**src/rtl/dmareg_pkg.sv**
```systemverilog
package dmareg_pkg;
  localparam int ST_W    = 16;
  localparam int IDX_W   = 4;
  localparam int NUM_SEL = 3;

  localparam int B_RUN   = 15;
  localparam int B_PAUSE = 14;
  localparam int B_FLUSH = 13;
  localparam int B_WAKE  = 12;
  localparam int B_DEAD  = 11;
  localparam int B_ACT   = 10;

  // bits software may change through the control word
  localparam logic [ST_W-1:0] CTL_WMASK = 16'hF0FF;

  localparam logic [IDX_W-1:0] IDX_CTL  = 4'd0;
  localparam logic [IDX_W-1:0] IDX_STAT = 4'd1;
  localparam logic [IDX_W-1:0] IDX_PTR  = 4'd4;
  localparam logic [IDX_W-1:0] IDX_SEL0 = 4'd5;
endpackage

```
**src/rtl/dmareg_stat.sv**
```systemverilog
module dmareg_stat
  import dmareg_pkg::*;
(
  input  logic            clk,
  input  logic            rst_n,
  input  logic            ctl_we,
  input  logic [31:0]     ctl_word,
  input  logic            kill_i,
  output logic [ST_W-1:0] status_o,
  output logic            kick_o,
  output logic            flush_o
);
  logic [ST_W-1:0] status_q, msk, val, mix;
  logic flush_req, kick_req;

  always_comb begin
    msk = ctl_word[31:16] & CTL_WMASK;
    val = ctl_word[15:0]  & CTL_WMASK;
    mix = status_q;
    if (ctl_we) begin
      mix = (val & msk) | (status_q & ~msk);
      if (mix[B_WAKE]) mix[B_ACT] = 1'b1;
      if (mix[B_RUN]) begin
        mix[B_ACT]  = 1'b1;
        mix[B_DEAD] = 1'b0;
      end
      if (mix[B_PAUSE]) mix[B_ACT] = 1'b0;
      if (status_q[B_RUN] && !mix[B_RUN]) begin
        mix[B_ACT]  = 1'b0;
        mix[B_DEAD] = 1'b0;
      end
    end
    flush_req  = ctl_we && mix[B_FLUSH];
    mix[B_FLUSH] = 1'b0;
    if (kill_i) begin
      mix[B_ACT]  = 1'b0;
      mix[B_DEAD] = 1'b1;
    end
    kick_req = ctl_we && mix[B_ACT];
  end

  always_ff @(posedge clk) begin
    if (!rst_n) begin
      status_q <= '0;
      kick_o   <= 1'b0;
      flush_o  <= 1'b0;
    end else begin
      status_q <= mix;
      kick_o   <= kick_req;
      flush_o  <= flush_req;
    end
  end

  assign status_o = status_q;


  pause_wins_chk: assert property (@(posedge clk) disable iff (!rst_n)
    ctl_we && ctl_word[16+B_PAUSE] && ctl_word[B_PAUSE] |=> !status_o[B_ACT]);

  run_drop_chk: assert property (@(posedge clk) disable iff (!rst_n)
    ctl_we && status_o[B_RUN] && ctl_word[16+B_RUN] && !ctl_word[B_RUN] && !kill_i
    |=> !status_o[B_ACT] && !status_o[B_DEAD]);

  kick_active_chk: assert property (@(posedge clk) disable iff (!rst_n)
    kick_o |-> status_o[B_ACT]);

  flush_pulse_chk: assert property (@(posedge clk) disable iff (!rst_n)
    flush_o |-> $past(ctl_we) && !status_o[B_FLUSH]);
endmodule

```
**src/rtl/dmareg_ptr.sv**
```systemverilog
module dmareg_ptr
  import dmareg_pkg::*;
#(
  parameter int DW   = 32,
  parameter int NSEL = NUM_SEL
) (
  input  logic                      clk,
  input  logic                      rst_n,
  input  logic                      wr_i,
  input  logic [IDX_W-1:0]          idx_i,
  input  logic [DW-1:0]             wdata_i,
  input  logic                      lock_i,
  output logic [DW-1:0]             ptr_o,
  output logic [NSEL-1:0][DW-1:0]   sel_o
);
  localparam int ALIGN = 4;
  logic [DW-1:0] ptr_q;

  always_ff @(posedge clk) begin
    if (!rst_n) ptr_q <= '0;
    else if (wr_i && idx_i == IDX_PTR && !lock_i)
      ptr_q <= {wdata_i[DW-1:ALIGN], {ALIGN{1'b0}}};
  end
  assign ptr_o = ptr_q;

  for (genvar g = 0; g < NSEL; g++) begin : g_sel
    localparam logic [IDX_W-1:0] MY_IDX = IDX_W'(int'(IDX_SEL0) + g);
    logic [DW-1:0] sel_q;
    always_ff @(posedge clk) begin
      if (!rst_n) sel_q <= '0;
      else if (wr_i && idx_i == MY_IDX) sel_q <= wdata_i;
    end
    assign sel_o[g] = sel_q;
  end


  ptr_lock_chk: assert property (@(posedge clk) disable iff (!rst_n)
    !$stable(ptr_q) |-> $past(wr_i && !lock_i && idx_i == IDX_PTR));
endmodule

```
**src/rtl/dmareg_rdmux.sv**
```systemverilog
module dmareg_rdmux
  import dmareg_pkg::*;
#(
  parameter int DW   = 32,
  parameter int NSEL = NUM_SEL
) (
  input  logic                    clk,
  input  logic                    rst_n,
  input  logic                    rd_i,
  input  logic                    ok_i,
  input  logic [IDX_W-1:0]        idx_i,
  input  logic [ST_W-1:0]         status_i,
  input  logic [DW-1:0]           ptr_i,
  input  logic [NSEL-1:0][DW-1:0] sel_i,
  output logic [DW-1:0]           rdata_o,
  output logic                    rvalid_o
);
  logic [DW-1:0] mux;

  always_comb begin
    mux = '0;
    if (idx_i == IDX_STAT) mux = DW'(status_i);
    if (idx_i == IDX_PTR)  mux = ptr_i;
    for (int i = 0; i < NSEL; i++)
      if (idx_i == IDX_W'(int'(IDX_SEL0) + i)) mux = sel_i[i];
  end

  always_ff @(posedge clk) begin
    if (!rst_n) begin
      rdata_o  <= '0;
      rvalid_o <= 1'b0;
    end else begin
      rdata_o  <= (rd_i && ok_i) ? mux : '0;
      rvalid_o <= rd_i;
    end
  end


  ctl_reads_zero_chk: assert property (@(posedge clk) disable iff (!rst_n)
    rvalid_o && $past(idx_i == IDX_CTL) |-> rdata_o == '0);
endmodule

```
**src/rtl/dmareg_chan.sv**
```systemverilog
module dmareg_chan
  import dmareg_pkg::*;
#(
  parameter int AW = 6,
  parameter int DW = 32
) (
  input  logic          clk,
  input  logic          rst_n,
  input  logic          reg_wr,
  input  logic          reg_rd,
  input  logic [AW-1:0] reg_addr,
  input  logic [3:0]    reg_be,
  input  logic [DW-1:0] reg_wdata,
  output logic [DW-1:0] reg_rdata,
  output logic          reg_rvalid,
  input  logic          seq_kill,
  output logic [15:0]   chan_status,
  output logic [DW-1:0] chan_cmdptr,
  output logic [DW-1:0] intr_sel,
  output logic [DW-1:0] branch_sel,
  output logic [DW-1:0] wait_sel,
  output logic          seq_kick,
  output logic          dev_flush
);
  logic [IDX_W-1:0] idx;
  logic             ok, ctl_we, wr_ok;
  logic [NUM_SEL-1:0][DW-1:0] sels;

  assign idx    = reg_addr[IDX_W+1:2];
  assign ok     = (reg_be == 4'hF);
  assign wr_ok  = reg_wr && ok;
  assign ctl_we = wr_ok && idx == IDX_CTL;

  dmareg_stat u_stat (
    .clk(clk), .rst_n(rst_n), .ctl_we(ctl_we), .ctl_word(reg_wdata[31:0]),
    .kill_i(seq_kill), .status_o(chan_status), .kick_o(seq_kick), .flush_o(dev_flush)
  );

  dmareg_ptr #(.DW(DW), .NSEL(NUM_SEL)) u_ptr (
    .clk(clk), .rst_n(rst_n), .wr_i(wr_ok), .idx_i(idx), .wdata_i(reg_wdata),
    .lock_i(chan_status[B_ACT]), .ptr_o(chan_cmdptr), .sel_o(sels)
  );

  dmareg_rdmux #(.DW(DW), .NSEL(NUM_SEL)) u_rd (
    .clk(clk), .rst_n(rst_n), .rd_i(reg_rd), .ok_i(ok), .idx_i(idx),
    .status_i(chan_status), .ptr_i(chan_cmdptr), .sel_i(sels),
    .rdata_o(reg_rdata), .rvalid_o(reg_rvalid)
  );

  assign intr_sel   = sels[0];
  assign branch_sel = sels[1];
  assign wait_sel   = sels[2];


  partial_write_chk: assert property (@(posedge clk) disable iff (!rst_n)
    reg_wr && !ok && !seq_kill |=> $stable(chan_status) && $stable(chan_cmdptr) && $stable(sels));
endmodule

```
**config.mk**
```make
export PLATFORM = sky130hd
export DESIGN_NAME = dmareg_chan
export DESIGN_NICKNAME = d
export VERILOG_FILES = /design/src/rtl/dmareg_pkg.sv /design/src/rtl/dmareg_stat.sv /design/src/rtl/dmareg_ptr.sv /design/src/rtl/dmareg_rdmux.sv /design/src/rtl/dmareg_chan.sv
export SDC_FILE = /design/constraint.sdc
export NUM_CORES = 1
export LEC_CHECK = 0
export ABC_AREA = 1
export CELL_PAD_IN_SITES_DETAIL_PLACEMENT = 1
export CELL_PAD_IN_SITES_GLOBAL_PLACEMENT = 2
export CORE_MARGIN = 1
export CORE_UTILIZATION = 27
export CTS_BUF_LIST = sky130_fd_sc_hd__clkbuf_8
export CTS_CLUSTER_DIAMETER = 200
export DETAILED_ROUTE_END_ITERATION = 8
export PLACE_DENSITY = 0.95
export SKIP_CTS_REPAIR_TIMING = 1
export SYNTH_ARGS = -nofsm -noshare
export SYNTH_HDL_FRONTEND = slang
export SYNTH_SLANG_ARGS = --single-unit
```
**constraint.sdc**
```tcl
create_clock -name clk -period 2.49 [get_ports clk]
set_clock_uncertainty 0.15 [all_clocks]
set_input_delay 0.3735 -clock clk [delete_from_list [all_inputs] [get_ports clk]]
set_output_delay 0.3735 -clock clk [all_outputs]
set_load 0.01 [all_outputs]
```
==> impl_metrics.xml <==
<?xml version="1.0" encoding="UTF-8"?>
<metrics>
  <group name="outcome">
    <metric name="run_status" unit="">complete, no violations</metric>
  </group>
  <group name="global_route">
    <metric name="grt_pass1_wl" unit="mm">41.43</metric>
    <metric name="grt.total_usage" unit="%">21.01</metric>
    <metric name="number_of_global_route_vias_before_repair" unit="">6987</metric>
    <metric name="pin_count_of_the_biggest_net_entering_global_routing" unit="">50</metric>
    <metric name="grt.overflow.total" unit="">0</metric>
    <metric name="initial_antenna_violation_count" unit="">1</metric>
  </group>
  <group name="critical_path">
    <metric name="cp_slowest_stage_delay" unit="ns">0.63</metric>
    <metric name="critical_path_class" unit="">reg2out</metric>
    <metric name="cp_num_cells" unit="">1</metric>
    <metric name="path_max_fanout" unit="">5</metric>
    <metric name="rr_worst_depth" unit="">6</metric>
    <metric name="cpMaxStageDelayCell" unit="">sky130_fd_sc_hd__clkdlybuf4s50_1</metric>
    <metric name="timing.critical_path.buf_inv" unit="">1</metric>
    <metric name="cp_data_arrival_time" unit="ns">1.49</metric>
    <metric name="worstPathCellList" unit="">clkdlybuf4s50_1</metric>
    <metric name="regToRegStartpoint" unit="">u_stat.status_o[10]$_SDFF_PN0_</metric>
    <metric name="worst-endpoint-required" unit="ns">1.97</metric>
    <metric name="critPathLaunchType" unit="">register</metric>
    <metric name="ff2ff_setup_slack" unit="ns">1.17</metric>
    <metric name="cpLargestDelayFamily" unit="">buffers and inverters</metric>
    <metric name="cp-end-kind" unit="">primary output</metric>
    <metric name="r2r-end" unit="">u_ptr.ptr_o[17]$_SDFFE_PN0P_</metric>
    <metric name="cp-startpoint" unit="">u_stat.status_o[15]$_SDFFE_PN0P_</metric>
  </group>
  <group name="synth">
    <metric name="synth.lib_cells_used.distinct" unit="">24</metric>
    <metric name="async_flop_share" unit="%">0</metric>
    <metric name="synth_sequential_area_ratio" unit="%">49.63</metric>
    <metric name="ys.flop_type" unit="">sky130_fd_sc_hd__dfxtp_1</metric>
    <metric name="yosys_register_bits" unit="">172</metric>
    <metric name="synth_area_per_cell" unit="um2">7.079</metric>
    <metric name="synthesis.instances" unit="">980</metric>
    <metric name="synthesis.area" unit="um2">6938</metric>
    <metric name="number_of_enable_flip_flop_cells_after_synthesis" unit="">0</metric>
    <metric name="synth_warnings" unit="">0</metric>
  </group>
  <group name="clock_tree">
    <metric name="cts.root.buffer_cell" unit="">sky130_fd_sc_hd__clkbuf_8</metric>
    <metric name="clk_pin_slew" unit="ns">0.09</metric>
    <metric name="total_cts_buffers" unit="">17</metric>
    <metric name="cts.htree.levels" unit="">4</metric>
    <metric name="clock_tree_buffer_depth" unit="">2</metric>
    <metric name="worstSkewPairLatency" unit="ns">0.46</metric>
    <metric name="cts_tree" unit="">built</metric>
    <metric name="cts_num_sinks" unit="">172</metric>
  </group>
  <group name="power">
    <metric name="report.power.total" unit="mW">5.128</metric>
    <metric name="p_per_area" unit="nW/um2">522.1</metric>
    <metric name="irDropWorstVdd" unit="mV">0.2978</metric>
    <metric name="p_leak" unit="nW">4.047</metric>
  </group>
  <group name="floorplan">
    <metric name="floorplan.core_area" unit="um2">25180</metric>
    <metric name="dieArea" unit="um2">26340</metric>
    <metric name="boundaryPins" unit="">226</metric>
    <metric name="chipHeight" unit="um">162.3</metric>
    <metric name="die-width" unit="um">162.3</metric>
    <metric name="initial_standard_cell_utilization_of_the_core" unit="%">27.55</metric>
    <metric name="row_count" unit="">58</metric>
  </group>
  <group name="final_layout">
    <metric name="num-nets-final" unit="">1231</metric>
    <metric name="drive_gt1_share" unit="%">6.850</metric>
    <metric name="fillCellCount" unit="">3114</metric>
    <metric name="area_growth_syn_to_layout" unit="%">41.57</metric>
    <metric name="fin_area" unit="um2">9822</metric>
  </group>
  <group name="timing">
    <metric name="fin_setup_tns" unit="ns">0</metric>
    <metric name="final.min_clock_period" unit="ns">2.015</metric>
    <metric name="grt_setup_unrepaired" unit="">false</metric>
    <metric name="final_clock_period_utilization_by_the_worst_path" unit="%">80.91</metric>
    <metric name="max-slew-margin-rel" unit="%">47.64</metric>
    <metric name="hold_viol" unit="">0</metric>
    <metric name="max_slew.worst_pin.slew" unit="ns">0.7843</metric>
    <metric name="final_max_slew_viol_count" unit="">0</metric>
    <metric name="clock.fmax" unit="MHz">496.3</metric>
    <metric name="setup_violations" unit="">0</metric>
  </group>
  <group name="routing">
    <metric name="finalWirelength" unit="mm">27.26</metric>
    <metric name="post_drt_via_cell_ratio" unit="">4.631</metric>
    <metric name="route.detailed.wl_per_inst" unit="um">17.84</metric>
    <metric name="detail_route.iter0.violations" unit="">387</metric>
    <metric name="final_antenna_net_count" unit="">0</metric>
    <metric name="vias" unit="">7076</metric>
    <metric name="detail_route.first_pass.iterations" unit="">5</metric>
    <metric name="remaining_drc_errors" unit="">0</metric>
  </group>
  <group name="min_path">
    <metric name="worst_hold_startpoint" unit="">rst_n</metric>
    <metric name="holdPathEnd" unit="">u_rd.rvalid_o$_SDFF_PN0_</metric>
    <metric name="hp-class" unit="">in2reg</metric>
    <metric name="whs_path_depth" unit="">3</metric>
  </group>
  <group name="place">
    <metric name="post_detailed_placement_cell_area" unit="um2">9413</metric>
    <metric name="placement.io_buffers" unit="">216</metric>
    <metric name="place_congestion" unit="">0.7973</metric>
    <metric name="hpwlAfterDp" unit="mm">19.46</metric>
  </group>
  <group name="flow_run">
    <metric name="max_cap_violations" unit="">0</metric>
  </group>
</metrics>
==> worst min-delay path: stages <==
cell                      delay [ns]
sky130_fd_sc_hd__buf_4          0.12
sky130_fd_sc_hd__nand2_1        0.06
sky130_fd_sc_hd__inv_1          0.08
==> per-layer routing <==
metal | GRT usage, % | routed length [um] | vias up
li1 | - | - | 3464
met1 | 25.65 | 12070 | 3408
met3 | 6.231 | 1851 | 27
met4 | 5.961 | 484 | 2
met2 | 35.51 | 12830 | 175
met5 | 0 | 16 | -
==> registers in the layout, indices dropped and copies added (netlist names), named ones only <==
signal             flops
u_ptr.g_sel.sel_q     96
u_ptr.ptr_o           28
u_rd.rdata_o          32
u_rd.rvalid_o          1
u_stat.flush_o         1
u_stat.kick_o          1
u_stat.status_o        5
==> placed cells by master, fill, tap and decap left out <==
cell type,count
sky130_fd_sc_hd__a21oi_1,19
sky130_fd_sc_hd__buf_12,5
sky130_fd_sc_hd__buf_4,22
sky130_fd_sc_hd__bufinv_16,3
sky130_fd_sc_hd__clkbuf_8,17
sky130_fd_sc_hd__clkdlybuf4s50_1,215
sky130_fd_sc_hd__clkinv_1,1
sky130_fd_sc_hd__clkinv_2,5
sky130_fd_sc_hd__clkinv_4,3
sky130_fd_sc_hd__clkinvlp_4,2
sky130_fd_sc_hd__conb_1,7
sky130_fd_sc_hd__dfxtp_1,172
sky130_fd_sc_hd__diode_2,1
sky130_fd_sc_hd__inv_1,24
sky130_fd_sc_hd__inv_2,6
sky130_fd_sc_hd__inv_6,2
sky130_fd_sc_hd__nand2_1,206
sky130_fd_sc_hd__nand2_2,6
sky130_fd_sc_hd__nand3_1,31
sky130_fd_sc_hd__nand3_2,1
sky130_fd_sc_hd__nor2_1,308
sky130_fd_sc_hd__nor2_2,3
sky130_fd_sc_hd__nor2_4,5
sky130_fd_sc_hd__nor2_8,1
sky130_fd_sc_hd__nor4_2,1
sky130_fd_sc_hd__o21ai_0,95
sky130_fd_sc_hd__o21ai_1,37
==> cells by family after synthesis <==
kind of cell	synth area share, %
flip-flops	49.63
other	0.05405
AO/OA/AOI/OAI	10.89
AND/OR/NAND/NOR	32.25
buffers and inverters	7.178
==> cell usage after synthesis, types with 2 or more instances <==
cell	count	area share [%]
sky130_fd_sc_hd__buf_4	12	1.3
sky130_fd_sc_hd__buf_2	22	1.6
sky130_fd_sc_hd__buf_1	2	0.11
sky130_fd_sc_hd__a21oi_1	19	1.4
sky130_fd_sc_hd__nor2_4	5	0.81
sky130_fd_sc_hd__nand3_1	31	2.2
sky130_fd_sc_hd__nand2_2	5	0.45
sky130_fd_sc_hd__nor2_2	3	0.27
sky130_fd_sc_hd__clkbuf_1	17	0.92
sky130_fd_sc_hd__buf_6	9	1.5
sky130_fd_sc_hd__o21ai_1	37	2.7
sky130_fd_sc_hd__o21ai_0	95	6.9
sky130_fd_sc_hd__dfxtp_1	172	50
sky130_fd_sc_hd__nand2_1	207	11
sky130_fd_sc_hd__nor2_1	308	17
sky130_fd_sc_hd__inv_1	23	1.2
sky130_fd_sc_hd__inv_2	6	0.32
==> metrics by stage <==
step	hold slack (ns)	setup WS, ns	cells	utilization, %
finish	0.07698	0.4752	1528	39.00
global placement	0.3147	0.2025	1495	37.38
CTS	0.03567	0.4539	1527	38.99
floorplan	0.3354	0.9559	986	-
global route	0.04676	0.4049	1527	38.99
detailed placement	0.3278	0.1390	1495	37.38
==> how the worst max path moves through the flow <==
stage	to	slack, ns
floorplan	u_ptr.ptr_o[11]$_SDFFE_PN0P_	0.96
global placement	u_ptr.g_sel[1].sel_q[14]$_SDFFE_PN0P_	0.20
detailed placement	u_ptr.g_sel[1].sel_q[13]$_SDFFE_PN0P_	0.14
CTS	chan_status[15]	0.45
global route	chan_status[15]	0.40
finish	chan_status[15]	0.48
==> where the power goes <==
part	switching (mW)	leakage [nW]	internal, mW
Sequential	0.00505	1.39	2.75
Combinational	0.175	2.45	0.108
Clock	1.09	0.207	0.993
Total	1.27	4.05	3.86
==> layout make-up <==
cell class	count	area, um2	area share [%]
Clock inverter	15	172.7	1.758
Antenna cell	1	2.502	0.02548
Timing Repair Buffer	242	2417	24.61
Clock buffer	17	234.0	2.382
Inverter	31	117.6	1.197
Sequential cell	172	3443	35.06
Tap cell	330	412.9	4.204
Multi-Input combinational cell	720	3022	30.76
Power figures use the tool's default switching activity.
